**config.mk**
```make
export PLATFORM = sky130hd
export DESIGN_NAME = touch_cal_tracker
export DESIGN_NICKNAME = d
export VERILOG_FILES = /design/src/rtl/touch_cal_pkg.sv /design/src/rtl/tcal_channel.sv /design/src/rtl/tcal_sched.sv /design/src/rtl/touch_cal_tracker.sv
export SDC_FILE = /design/constraint.sdc
export NUM_CORES = 1
export LEC_CHECK = 0
export ABC_AREA = 1
export BUFFER_PORTS_ARGS = -buffer_cell sky130_fd_sc_hd__buf_2
export CAP_MARGIN = 5
export CORE_MARGIN = 4
export CORE_UTILIZATION = 47
export CTS_CLUSTER_SIZE = 25
export DETAILED_ROUTE_END_ITERATION = 7
export MAX_ROUTING_LAYER = met4
export PLACE_DENSITY = 0.63
export SLEW_MARGIN = 20
export SYNTH_ARGS = -nofsm -noshare
export SYNTH_HDL_FRONTEND = slang
export SYNTH_SLANG_ARGS = --single-unit
```
**constraint.sdc**
```tcl
create_clock -name clk -period 4.84 [get_ports clk]
set_clock_uncertainty 0.15 [all_clocks]
set_input_delay 0.242 -clock clk [delete_from_list [all_inputs] [get_ports clk]]
set_output_delay 0.242 -clock clk [all_outputs]
set_load 0.05 [all_outputs]
```
**src/rtl/touch_cal_pkg.sv**
```systemverilog
package touch_cal_pkg;
   typedef enum logic {
      PH_QUIET  = 1'b0,
      PH_REPEAT = 1'b1
   } cal_phase_e;
endpackage

```
**src/rtl/tcal_channel.sv**
```systemverilog
module tcal_channel #(
   parameter int RAW_W = 8,
   parameter int IMP_W = 7
) (
   input  logic             clk,
   input  logic             rst_n,
   input  logic             smp_valid,
   input  logic [RAW_W-1:0] raw,
   input  logic [IMP_W-1:0] tvr,
   input  logic [IMP_W-1:0] evr,
   input  logic             cal_load,
   output logic             touch,
   output logic [IMP_W-1:0] base
);
   localparam int MAXV = (1 << IMP_W) - 1;
   localparam int EW   = IMP_W + 1;
   localparam int SW   = IMP_W + 2;

   logic [IMP_W-1:0] prev;
   logic [IMP_W-1:0] imp;
   logic [IMP_W-1:0] base_nxt;
   logic [IMP_W-1:0] drift_sat;
   logic [EW-1:0]    lim_touch, lim_band, imp_x;
   logic signed [SW-1:0] drift;
   logic             is_touch, in_freeze;

   if (RAW_W > IMP_W) begin : g_hi
      logic unused_hi;
      assign unused_hi = ^raw[RAW_W-1:IMP_W];
   end

   assign imp       = IMP_W'(MAXV) - raw[IMP_W-1:0];
   assign imp_x     = {1'b0, imp};
   assign lim_touch = {1'b0, base} + {1'b0, tvr};
   assign lim_band  = {1'b0, base} + {1'b0, evr};
   assign is_touch  = imp_x > lim_touch;
   assign in_freeze = imp_x > lim_band;
   assign drift     = $signed({2'b00, base}) + $signed({2'b00, imp})
                    - $signed({2'b00, prev});

   always_comb begin
      if (drift[SW-1])                        drift_sat = '0;
      else if (drift[SW-2:0] > EW'(MAXV))     drift_sat = IMP_W'(MAXV);
      else                                    drift_sat = drift[IMP_W-1:0];
   end

   always_comb begin
      base_nxt = base;
      if (cal_load)
         base_nxt = smp_valid ? imp : prev;
      else if (smp_valid && !is_touch && !in_freeze) begin
         if (imp > base)      base_nxt = drift_sat;
         else if (imp < base) base_nxt = imp;
      end
   end

   always_ff @(posedge clk or negedge rst_n) begin
      if (!rst_n) begin
         base  <= IMP_W'(MAXV);
         prev  <= IMP_W'(MAXV);
         touch <= 1'b0;
      end else begin
         base <= base_nxt;
         if (smp_valid) begin
            prev  <= imp;
            touch <= is_touch;
         end
      end
   end
endmodule

```
**src/rtl/tcal_sched.sv**
```systemverilog
module tcal_sched
   import touch_cal_pkg::*;
#(
   parameter int CFG_W          = 8,
   parameter int WAIT_SCALE     = 64,
   parameter int INTERVAL_SCALE = 50
) (
   input  logic             clk,
   input  logic             rst_n,
   input  logic             tick,
   input  logic             any_touch,
   input  logic             hold,
   input  logic [CFG_W-1:0] quiet_cfg,
   input  logic [CFG_W-1:0] repeat_cfg,
   input  logic             force_req,
   input  logic             cond_req,
   output logic             cal_now,
   output logic             force_pend,
   output logic             cond_pend,
   output logic             cal_done
);
   localparam int MAX_SCALE = (WAIT_SCALE > INTERVAL_SCALE) ? WAIT_SCALE : INTERVAL_SCALE;
   localparam int CW        = $clog2(((1 << CFG_W) - 1) * MAX_SCALE + 1);

   cal_phase_e    phase;
   logic [CW-1:0] cnt, tgt;
   logic          auto_fire, exec_f, exec_c;

   assign tgt = (phase == PH_REPEAT) ? CW'(repeat_cfg) * CW'(INTERVAL_SCALE)
                                     : CW'(quiet_cfg)  * CW'(WAIT_SCALE);
   assign auto_fire = !hold && !any_touch && tick &&
                      (({1'b0, cnt} + 1'b1) >= {1'b0, tgt});
   assign exec_f  = force_pend && hold;
   assign exec_c  = cond_pend && hold && !any_touch;
   assign cal_now = auto_fire || exec_f || exec_c;

   always_ff @(posedge clk or negedge rst_n) begin
      if (!rst_n) begin
         cnt   <= '0;
         phase <= PH_QUIET;
      end else if (hold || any_touch) begin
         cnt   <= '0;
         phase <= PH_QUIET;
      end else if (tick) begin
         if (auto_fire) begin
            cnt   <= '0;
            phase <= PH_REPEAT;
         end else begin
            cnt <= cnt + 1'b1;
         end
      end
   end

   always_ff @(posedge clk or negedge rst_n) begin
      if (!rst_n) begin
         force_pend <= 1'b0;
         cond_pend  <= 1'b0;
         cal_done   <= 1'b0;
      end else begin
         force_pend <= hold && (force_pend ? 1'b0 : force_req);
         cond_pend  <= hold && (cond_pend ? !exec_c : cond_req);
         cal_done   <= cal_now;
      end
   end
endmodule

```
**src/rtl/touch_cal_tracker.sv**
```systemverilog
module touch_cal_tracker #(
   parameter int NCH            = 3,
   parameter int RAW_W          = 8,
   parameter int IMP_W          = 7,
   parameter int CFG_W          = 8,
   parameter int WAIT_SCALE     = 64,
   parameter int INTERVAL_SCALE = 50
) (
   input  logic                   clk,
   input  logic                   rst_n,
   input  logic                   tick,
   input  logic                   smp_valid,
   input  logic [NCH*RAW_W-1:0]   smp_raw,
   input  logic [NCH*IMP_W-1:0]   tvr_cfg,
   input  logic [IMP_W-1:0]       evr_cfg,
   input  logic [CFG_W-1:0]       quiet_cfg,
   input  logic [CFG_W-1:0]       repeat_cfg,
   input  logic                   hold,
   input  logic                   force_req,
   input  logic                   cond_req,
   output logic [NCH-1:0]         touch,
   output logic [NCH*IMP_W-1:0]   base_out,
   output logic                   force_pend,
   output logic                   cond_pend,
   output logic                   cal_done
);
   if (IMP_W > RAW_W) begin : g_bad_width
      $error("IMP_W must not exceed RAW_W");
   end
   if (NCH < 1) begin : g_bad_nch
      $error("NCH must be at least 1");
   end
   if (WAIT_SCALE < 1 || INTERVAL_SCALE < 1) begin : g_bad_scale
      $error("scale factors must be positive");
   end

   logic cal_now;

   for (genvar i = 0; i < NCH; i++) begin : g_ch
      tcal_channel #(.RAW_W(RAW_W), .IMP_W(IMP_W)) u_ch (
         .clk       (clk),
         .rst_n     (rst_n),
         .smp_valid (smp_valid),
         .raw       (smp_raw[i*RAW_W +: RAW_W]),
         .tvr       (tvr_cfg[i*IMP_W +: IMP_W]),
         .evr       (evr_cfg),
         .cal_load  (cal_now),
         .touch     (touch[i]),
         .base      (base_out[i*IMP_W +: IMP_W])
      );
   end

   tcal_sched #(
      .CFG_W(CFG_W), .WAIT_SCALE(WAIT_SCALE), .INTERVAL_SCALE(INTERVAL_SCALE)
   ) u_sched (
      .clk        (clk),
      .rst_n      (rst_n),
      .tick       (tick),
      .any_touch  (|touch),
      .hold       (hold),
      .quiet_cfg  (quiet_cfg),
      .repeat_cfg (repeat_cfg),
      .force_req  (force_req),
      .cond_req   (cond_req),
      .cal_now    (cal_now),
      .force_pend (force_pend),
      .cond_pend  (cond_pend),
      .cal_done   (cal_done)
   );
endmodule

```
# Word level (Yosys, flattened, before mapping)

Index checks and enable logic that the tools add are counted.

Flip-flop bits (word level): 63
Latch bits: 0
Bits in writable memories: 0
Bits in read-only memories: 0
Input bits: 75
Output and inout port bits: 27
Word-level logic and storage cells: 117
Memories: 0

Add/subtract/negate cells: 17
Multipliers: 1
Div/mod/pow operators: 0
$lt $le $gt $ge: 16
Eq/ne operators: 0
Shift-type cells: 0
Muxes and demuxes: 30
Bitwise gates (word level): 0
Reductions and logical operators: 39

Operators with widths:

| cell                                                           | count |
|---|---|
| 2-to-1 mux 7 bit                                               | 21 |
| adder 7 x 7 -> 8 bit                                           | 9 |
| 2-to-1 mux 14 bit                                              | 4 |
| greater-than comparator 7 x 8 -> 1 bit                         | 6 |
| subtractor 9 x 8 -> 9 bit                                      | 3 |
| greater-than comparator 8 x 7 -> 1 bit (second input constant) | 3 |
| greater-than comparator 7 bit                                  | 3 |
| less-than comparator 7 bit                                     | 3 |
| subtractor 7 bit (first input constant)                        | 3 |
| adder 14 x 1 -> 15 bit (second input constant)                 | 1 |
| greater-or-equal comparator 15 x 14 -> 1 bit                   | 1 |
| adder 14 x 1 -> 14 bit (second input constant)                 | 1 |
| logical AND 1 bit                                              | 14 |
| multiplier 8 x 5 -> 13 bit (second input constant)             | 1 |
| nonzero test 2 bit                                             | 5 |
| zero test 1 bit                                                | 9 |
| nonzero test 3 bit                                             | 3 |
| AND reduction 2 bit                                            | 4 |
| 2-to-1 mux 1 bit                                               | 5 |
| logical OR 1 bit                                               | 3 |
| OR reduction 3 bit                                             | 1 |

# Depth between registers and ports, before layout

Gate-level depths: netlist (run 1).

Depth in word-level cells: 9
Depth in mapped cells: 28
Gate-level depth less buffers: 27

# By module

From an unflattened synthesis (run 1), not the netlist that was laid out.

Cell total of the unflattened synthesis: 1,321
Area total of the unflattened synthesis: 9,426.5 µm²

By module, submodules not included:

| module                      | times used | cells an instance | area each (µm²) | sequential area each (µm²) |
|---|---|---|---|---|
| tcal_channel (g_ch[2].u_ch) | 1          | 337               | 2,413.6         | 392.9 |
| tcal_channel (g_ch[0].u_ch) | 1          | 337               | 2,412.3         | 392.9 |
| tcal_channel (g_ch[1].u_ch) | 1          | 337               | 2,408.6         | 392.9 |
| tcal_sched                  | 1          | 307               | 2,180.8         | 450.4 |
| touch_cal_tracker           | 1          | 3                 | 11.3            | 0.0 |

# Worst setup path after synthesis (run 1)

OpenSTA, ideal clock, no wires.

Kind: input port to flip-flop
Start: in repeat_cfg[3]
End: reg g_ch[1].u_ch.base[1]
Library setup time: 0.062 ns
Data arrival time: 3.628 ns
Required time: 4.628 ns
Slack: 1.001 ns
Stages on the path: 28
Buffers on the path: 1
Cells stage by stage: ha_1 ha_1 inv_1 fa_1 inv_1 ha_1 nand3_1 nand3_1 nand2_1 nand2_1 a21oi_1 xor2_1 nand2_1 o21ai_0 ha_1 nand2_1 nor2_1 nand4_1 nor2_1 nor2_2 nand2_2 nand2_1 nand2_1 buf_4 nand2_1 nand2_1 nand2_1 nand2_1

Word-level cells in the longest chain between the ends: 8
Elaborated cells on any way between the ends: 10
Classes of those cells: 1 x mul; 1 x order compare; 2 x mux; 6 x reduce/logical

Ends and longest elaborated chain:

| what                                                                      | RTL line                | source |
|---|---|---|
| from (decl)                                                               | touch_cal_tracker.sv:17 | `input logic [CFG_W-1:0] repeat_cfg,` |
| multiplier 8 x 5 -> 13 bit *                                              | tcal_sched.sv:29        | `assign tgt = (phase == PH_REPEAT) ? CW'(repeat_cfg) * CW'(INTERVAL_SCALE)` |
| 2-to-1 mux 14 bit *                                                       | tcal_sched.sv:29        |  |
| greater-or-equal comparator 15 x 14 -> 1 bit *                            | tcal_sched.sv:32        | `(({1'b0, cnt} + 1'b1) >= {1'b0, tgt});` |
| logical AND 1 bit *                                                       | tcal_sched.sv:31        | `assign auto_fire = !hold && !any_touch && tick &&` |
| logical OR 1 bit * (2 in series)                                          | tcal_sched.sv:35        | `assign cal_now = auto_fire \|\| exec_f \|\| exec_c;` |
| nonzero test 3 bit (no line) / nonzero test 2 bit (equally long branches) | --                      |  |
| AND reduction 2 bit (no line)                                             | --                      |  |
| to (signal assigned)                                                      | tcal_channel.sv:59      | `base <= IMP_W'(MAXV);` |
| to (signal assigned)                                                      | tcal_channel.sv:63      | `base <= base_nxt;` |
| to (decl)                                                                 | tcal_channel.sv:13      | `output logic [IMP_W-1:0] base` |

Every way passes the cells marked *; elsewhere a longest branch is shown, timed or not.
A chain may end at the register's enable or synchronous reset.

# Worst setup path in the final report (run 1)

Start: in repeat_cfg[2]
End: reg g_ch[2].u_ch.base[3]

Word-level cells in the longest chain between the ends: 8
Elaborated cells on any way between the ends: 10
Classes of those cells: 1 x mul; 1 x order compare; 2 x mux; 6 x reduce/logical

Ends and longest elaborated chain:

| what                                                                      | RTL line |
|---|---|
| multiplier 8 x 5 -> 13 bit *                                              | tcal_sched.sv:29 |
| 2-to-1 mux 14 bit *                                                       | tcal_sched.sv:29 |
| greater-or-equal comparator 15 x 14 -> 1 bit *                            | tcal_sched.sv:32 |
| logical AND 1 bit *                                                       | tcal_sched.sv:31 |
| logical OR 1 bit * (2 in series)                                          | tcal_sched.sv:35 |
| nonzero test 3 bit (no line) / nonzero test 2 bit (equally long branches) | -- |
| AND reduction 2 bit (no line)                                             | -- |
| to (signal assigned)                                                      | tcal_channel.sv:59 |
| to (signal assigned)                                                      | tcal_channel.sv:63 |
| to (decl)                                                                 | tcal_channel.sv:13 |

Marked as above.

==> results of run 1 <==
==> critical path: cells and delay by family <==
kind                       cells  cell delay [ns]
xor gates and xnor gates       1             0.18
AOI/OAI and AO/OA              3             0.69
muxes                          1             0.16
adders and majority gates      5             1.69
and+or+nand+nor               11             0.91
buffers and inverters          3             0.38
==> power by group through the flow <==
stage,registers [mW],clock network [mW],logic [mW]
after floorplan,1.16,0,3.78
after global placement,0.988,0,4.96
after detailed placement,0.987,0,5.02
after CTS,0.981,0.738,5.07
after global routing,1.00,0.768,5.84
final,0.979,0.731,5.05
==> per-stage QoR <==
stage / power, mW / util [%] / hold slack (ns)
floorplan: 4.94 / - / -0.204
CTS: 6.79 / 54.7 / 0.00744
finish: 6.76 / 54.7 / 0.0149
global placement: 5.95 / 52.0 / 0.301
detailed placement: 6.01 / 52.0 / 0.317
global route: 7.61 / 54.7 / 0.0329
==> repair_timing <==
action / in CTS / in global routing
resized for setup: 0 / 0
endpoints found under the hold margin: 38 / 0
hold buffers: 19 / 0
==> worst max path at each step <==
stage,cells past startpoint,slack (ns),start,to
after floorplan,28,1.00,repeat_cfg[3],g_ch[1].u_ch.base[1]
after global placement,22,0.38,repeat_cfg[2],g_ch[0].u_ch.base[6]
after detailed placement,22,0.35,repeat_cfg[2],g_ch[1].u_ch.base[2]
after CTS,22,0.70,repeat_cfg[2],g_ch[1].u_ch.base[2]
after global routing,23,0.33,repeat_cfg[2],g_ch[1].u_ch.base[2]
final,24,0.72,repeat_cfg[2],g_ch[2].u_ch.base[3]
==> kinds of logic (layout without fill, tap and decap cells) <==
| family | count (synthesis) | after routing | synth area share (%) |
|---|---|---|---|
| simple gates | 620 | 620 | 27.2 |
| buf+inv | 209 | 333 | 8.73 |
| fa+ha+maj | 205 | 205 | 28.6 |
| compound gates | 193 | 193 | 11.6 |
| xor+xnor | 66 | 66 | 6.18 |
| flops | 63 | 63 | 17.4 |
| mux | 2 | 2 | 0.214 |
==> layout make-up <==
type                       instances  share of cell area (%)
timing repair buffer             125                    7.17
inverter                         192                    6.75
tap                              265                    3.11
multi-input combinational       1086                    64.7
sequential                        63                    15.3
clock inverter                     6                   0.785
clock buffer                      10                    2.24
==> state kept, by name, indices dropped and copies added, names as in the netlist <==
name                cells
u_sched.force_pend      1
g_ch.u_ch.prev         21
u_sched.cal_done        1
g_ch.u_ch.base         21
u_sched.phase           1
u_sched.cnt            14
u_sched.cond_pend       1
g_ch.u_ch.touch         3
==> placed cells by master (no fill, tap or decap), types with 15 or more instances in the layout <==
cell type / instances
nand2_1: 432
dfstp_2: 42
dfrtp_1: 21
buf_2: 98
nand4_1: 22
xnor2_1: 25
inv_1: 191
fa_1: 15
dlygate4sd3_1: 19
ha_1: 190
xor2_1: 41
o21ai_0: 50
nor2_1: 58
nand3_1: 89
a21oi_1: 90
==> per-layer routing <==
layer / vias to the layer above / part of all wire (%)
li1: 4685 / -
met1: 4001 / 48
met2: 124 / 48
met3: 28 / 2.9
met4: 0 / 1.3
met5: - / 0
==> Yosys cell counts, types with 4 or more instances <==
master	number
o211ai_1	4
a31oi_1	10
clkbuf_1	6
o21a_1	6
buf_2	4
nand3_1	89
xor2_1	41
nor2_1	58
ha_1	190
dfrtp_1	21
nand4_1	22
nand2_1	432
buf_4	7
nor3_1	5
a21o_1	14
a21oi_1	90
o22ai_1	9
dfstp_2	42
xnor2_1	25
fa_1	15
inv_1	191
o21ai_0	50
==> results_dict.tcl, run 1 <==
set metrics [dict create \
    status "complete, no violations" \
    fp.dieH_um 149 \
    placed_cell_area_sq_um 10200 \
    grt_usage_pct 22.7 \
    max_stage_delay_ns 0.46 \
    grt-ovfl-total 0 \
    fill_cells 1982 \
    synth_area_leaders "ha_1 (25%), nand2_1 (17%), dfstp_2 (12%), inv_1 (7.7%), dfrtp_1 (5.6%)" \
    ys_warn_count 0 \
    clk_path_buf_depth 2 \
    layout.nets 1757 \
    p_sw_share_pct 53.9 \
    required_ns 4.98 \
    viasPerCell 5.06 \
    use_met3_pct 3.16 \
    h-tree-depth 3 \
    max_slew.worst_pin.slew_ns 0.869 \
    cts-root-buf "clkbuf_16" \
    reg2reg_depth 22 \
    first_pass_iters 6 \
    regArea_sq_um 1630 \
    drcViolationCount 0 \
    criticalPathCategory "in2reg" \
    power.switching_mw 3.65 \
    final.min_clock_period_ns 4.12 \
    drv_slew 0 \
    num_vias 8838 \
    insertedDiodeCount 0 \
    worstPathCellList "buf_2, ha_1, ha_1, fa_1, ha_1, nand3_1, nand3_1, nand2_1, o311ai_0, xor2_1, mux2i_1, ha_1, nand2_1, inv_1, o21ai_0, nand2_1, nor2_2, nand2_2, a21oi_4, buf_4, nand2_1, nand2_1, nand2_1, nand2_1" \
    slowest_stage "fa_1" \
    syn_area_sq_um 9350 \
    rrSetupSlack_ns 1.27 \
    clk_latency_ns 0.35 \
    start_util_pct 47.9 \
    antenna_found_initial 0 \
    peakVddDrop_mv 0.336 \
    ys_types 39 \
    grt_use_met2_pct 38.1 \
    cp-start-kind "primary input" \
    rsz0062_at_grt "no" \
    p_leak_nw 6.00 \
    ant_nets 0 \
    seq_power_share_pct 14.5 \
    portBuffers 98 \
    synth-async-reset-ratio_pct 100 \
    synth-main-ff-cell "dfstp_2" \
    worstHoldStart "smp_raw[1]" \
    pwr-share-clk_pct 10.8 \
    fin_area_sq_um 10700 \
    ys_seq_elements 63 \
    seq_area_frac_synth_pct 17.4 \
    min_to "g_ch[0].u_ch.prev[1]" \
    setup_viol 0 \
    setup_slack_ns 0.722 \
    multi_input_area_sq_um 6900 \
    die-area_sq_um 22200 \
    clkTransAtPathRegs_ns 0.06 \
    powerDensity_nw_per_um2 634 \
    crit_fanout 10 \
    die_w_um 149 \
    fp.coreArea_sq_um 19500 \
    wl_per_cell_um 13.9 \
    syn_inst 1358 \
    hold_viol_final 0 \
    yosysTopAreaCellShare_pct 25.4 \
    relSlewSlack_pct 42.0 \
    min_path_type "in2reg" \
    wl_um 24200 \
    place_inst 1712 \
    arrival_ns 4.26 \
    reg2reg_from "g_ch[2].u_ch.base[0]" \
    cts_tree "yes" \
    grt_pass1_vias 8276 \
    syn_to_final_growth_pct 14.2 \
    synth_top_area_cell "ha_1" \
    cp_common_cell "nand2_1" \
    max_freq_mhz 243 \
    cts_buffers 9 \
    min_path_cells 2 \
    r2r_end "g_ch[2].u_ch.base[3]" \
    grt_max_degree 64 \
    place_ws_ns 0.355 \
    stdcell_count 1747 \
    internal_power_mw 3.11 \
    gp_congestion 0.862 \
    place.detailed.hpwl_um 19400 \
    grt_pass1_wl_um 39900 \
    synth_nets 1638 \
    timing.final.crit_share_pct 85.1 \
    fin_setup_tns_ns 0 \
    drive_gt1_share_pct 11.6 \
    busiest_layer "met2" \
    fp-row-count 51 \
    post_cts_buffers 0 \
    drtIter0Drc 497 \
    synth.avg_cell_area_sq_um 6.88 \
    cp-end-kind "flop" \
    cts_num_sinks 63 \
    synth_edf_count 0 \
    io_pins 102 \
    pwr-share-comb_pct 74.7 \
    drv_cap 0 \
    grt_use_met1_pct 29.6 \
]
No activity file was read; power rests on OpenSTA's default activity.
==> inputs of run 2 (changes only) <==
- CELL_PAD_IN_SITES_DETAIL_PLACEMENT: default -> 1
- CELL_PAD_IN_SITES_GLOBAL_PLACEMENT: default -> 2
- CORE_UTILIZATION: 47 -> 37
- PLACE_DENSITY: 0.63 -> 0.85
==> run 2 against run 1 <==
Sequential share of layout area barely moved. Final cell count rose by 3.0%. Clock power fell by 4.4%. Global-route usage fell by 1.9 points. The run now ends with negative hold slack left. Hold slack got worse by 0.020 ns. Routed wire length rose by 16%. Utilization fell by 11 points. Total power rose by 1.9%. Worst setup slack got worse by 0.034 ns. Fmax fell by 0.82%.
==> results_dict.tcl, run 2 (synthesized netlist as in run 1, its figures left out) <==
set metrics [dict create \
    final.min_clock_period_ns 4.15 \
    ctsHoldBuffers 15 \
    portBuffers 98 \
    r2r_end "g_ch[1].u_ch.base[6]" \
    max_stage_delay_ns 0.49 \
    final_cell_mix "nand2_1 (432), inv_1 (191), ha_1 (190)" \
    status "finished, violations left" \
    powerDensity_nw_per_um2 647 \
    fin_area_sq_um 10700 \
    drcViolationCount 0 \
    layout.nets 1750 \
    antenna_found_initial 0 \
    min_path_cells 2 \
    grt_max_degree 64 \
    min_to "g_ch[1].u_ch.prev[2]" \
    h-tree-depth 3 \
    wl_um 28200 \
    required_ns 4.96 \
    cts-root-buf "clkbuf_16" \
    die_w_um 167 \
    start_util_pct 38.0 \
    slowest_stage "fa_1" \
    timing.final.crit_share_pct 85.8 \
    cts_num_sinks 63 \
    reg2reg_depth 22 \
    num_vias 8988 \
    hold_viol_final 1 \
    io_pins 102 \
    wl_per_cell_um 15.7 \
    drtIter0Drc 292 \
    clk_path_buf_depth 2 \
    top_regs "g_ch.u_ch.base: 21 flops, g_ch.u_ch.prev: 21 flops, u_sched.cnt: 14 flops" \
    clkTransAtPathRegs_ns 0.06 \
    relSlewSlack_pct 40.1 \
    placed_cell_area_sq_um 10200 \
    grt_usage_pct 20.8 \
    p_leak_nw 5.95 \
    cts_buffers 9 \
    setup_viol 0 \
    fp.coreArea_sq_um 24600 \
    rrSetupSlack_ns 1.18 \
    die-area_sq_um 27900 \
    cp_common_cell "nand2_1" \
    fp.dieH_um 167 \
    cts-resized-gates 0 \
    clk_latency_ns 0.34 \
    max_slew.worst_pin.slew_ns 0.898 \
    fin_hold_ws_ns -0.00557 \
    fill_cells 3245 \
    place.detailed.hpwl_um 23000 \
    viasPerCell 5.00 \
    min_path_type "in2reg" \
    gp_congestion 0.843 \
    drv_cap 0 \
    max_freq_mhz 241 \
    cts_tree "yes" \
    peakVddDrop_mv 0.304 \
    grt_pass1_vias 9242 \
    first_pass_iters 4 \
    worstHoldStart "smp_raw[10]" \
    post_cts_buffers 0 \
    failed_checks "negative hold slack" \
    insertedDiodeCount 0 \
    drv_slew 0 \
    arrival_ns 4.27 \
    reg2reg_from "g_ch[1].u_ch.base[0]" \
    fp-row-count 57 \
    criticalPathCategory "in2reg" \
    drive_gt1_share_pct 11.3 \
    ant_nets 0 \
    syn_to_final_growth_pct 14.0 \
    grt-ovfl-total 0 \
    layout_commonest_cell "nand2_1" \
    fin_setup_tns_ns 0 \
    cp-start-kind "primary input" \
    rsz0062_at_grt "no" \
    grt_pass1_wl_um 46400 \
    cp-end-kind "flop" \
    crit_fanout 45 \
]
==> run 2: how the worst max path moves through the flow <==
| stage | start | cells past startpoint | to |
|---|---|---|---|
| finish | repeat_cfg[3] | 27 | g_ch[2].u_ch.base[4] |
| global route | repeat_cfg[3] | 29 | g_ch[2].u_ch.base[4] |
| CTS | repeat_cfg[3] | 27 | g_ch[2].u_ch.base[4] |
| detailed placement | repeat_cfg[3] | 27 | g_ch[2].u_ch.base[4] |
| global placement | repeat_cfg[3] | 27 | g_ch[2].u_ch.base[6] |
| floorplan | repeat_cfg[3] | 28 | g_ch[1].u_ch.base[1] |
==> run 2: area by class of cell <==
type,count,area [sq um],area share [%]
Sequential cell,63,1630,15.3
Timing Repair Buffer,118,691,6.48
Clock buffer,12,236,2.22
Multi-Input combinational cell,1086,6900,64.8
Tap cell,324,405,3.80
Inverter,192,721,6.76
Clock inverter,4,70.1,0.658
==> run 2: per-stage QoR <==
step	setup slack, ns	hold WS [ns]	std cells	total power, mW	util (%)
2_1_floorplan	1.00	-0.204	1358	4.94	-
3_3_place_gp	0.377	0.321	1768	6.10	41.5
3_5_place_dp	0.311	0.326	1768	6.22	41.5
4_1_cts	0.652	0.00230	1799	6.98	43.3
5_1_grt	0.197	0.00214	1799	7.80	43.3
6_report	0.688	-0.00557	1799	6.89	43.3
==> run 2: critical path: cells and delay by family <==
| kind | cells | cell delay [ns] |
|---|---|---|
| AO/OA/AOI/OAI | 3 | 0.39 |
| XOR/XNOR | 1 | 0.16 |
| adder cells (fa/ha/maj) | 5 | 1.67 |
| buffers and inverters | 4 | 0.45 |
| AND/OR/NAND/NOR | 14 | 1.32 |
==> run 2: routing by layer <==
layer | GRT usage (%) | routed length, um | vias up
li1 | - | - | 4676
met1 | 26.6 | 13400 | 4221
met2 | 35.7 | 14000 | 74
met3 | 3.41 | 635 | 17
met4 | 2.56 | 226 | 0
met5 | - | 0 | -
==> run 2: where the power goes <==
part	internal, mW	switching (mW)	total [mW]
logic	1.94	3.27	5.21
registers	0.729	0.257	0.986
clock network	0.450	0.249	0.699
total	3.12	3.78	6.89
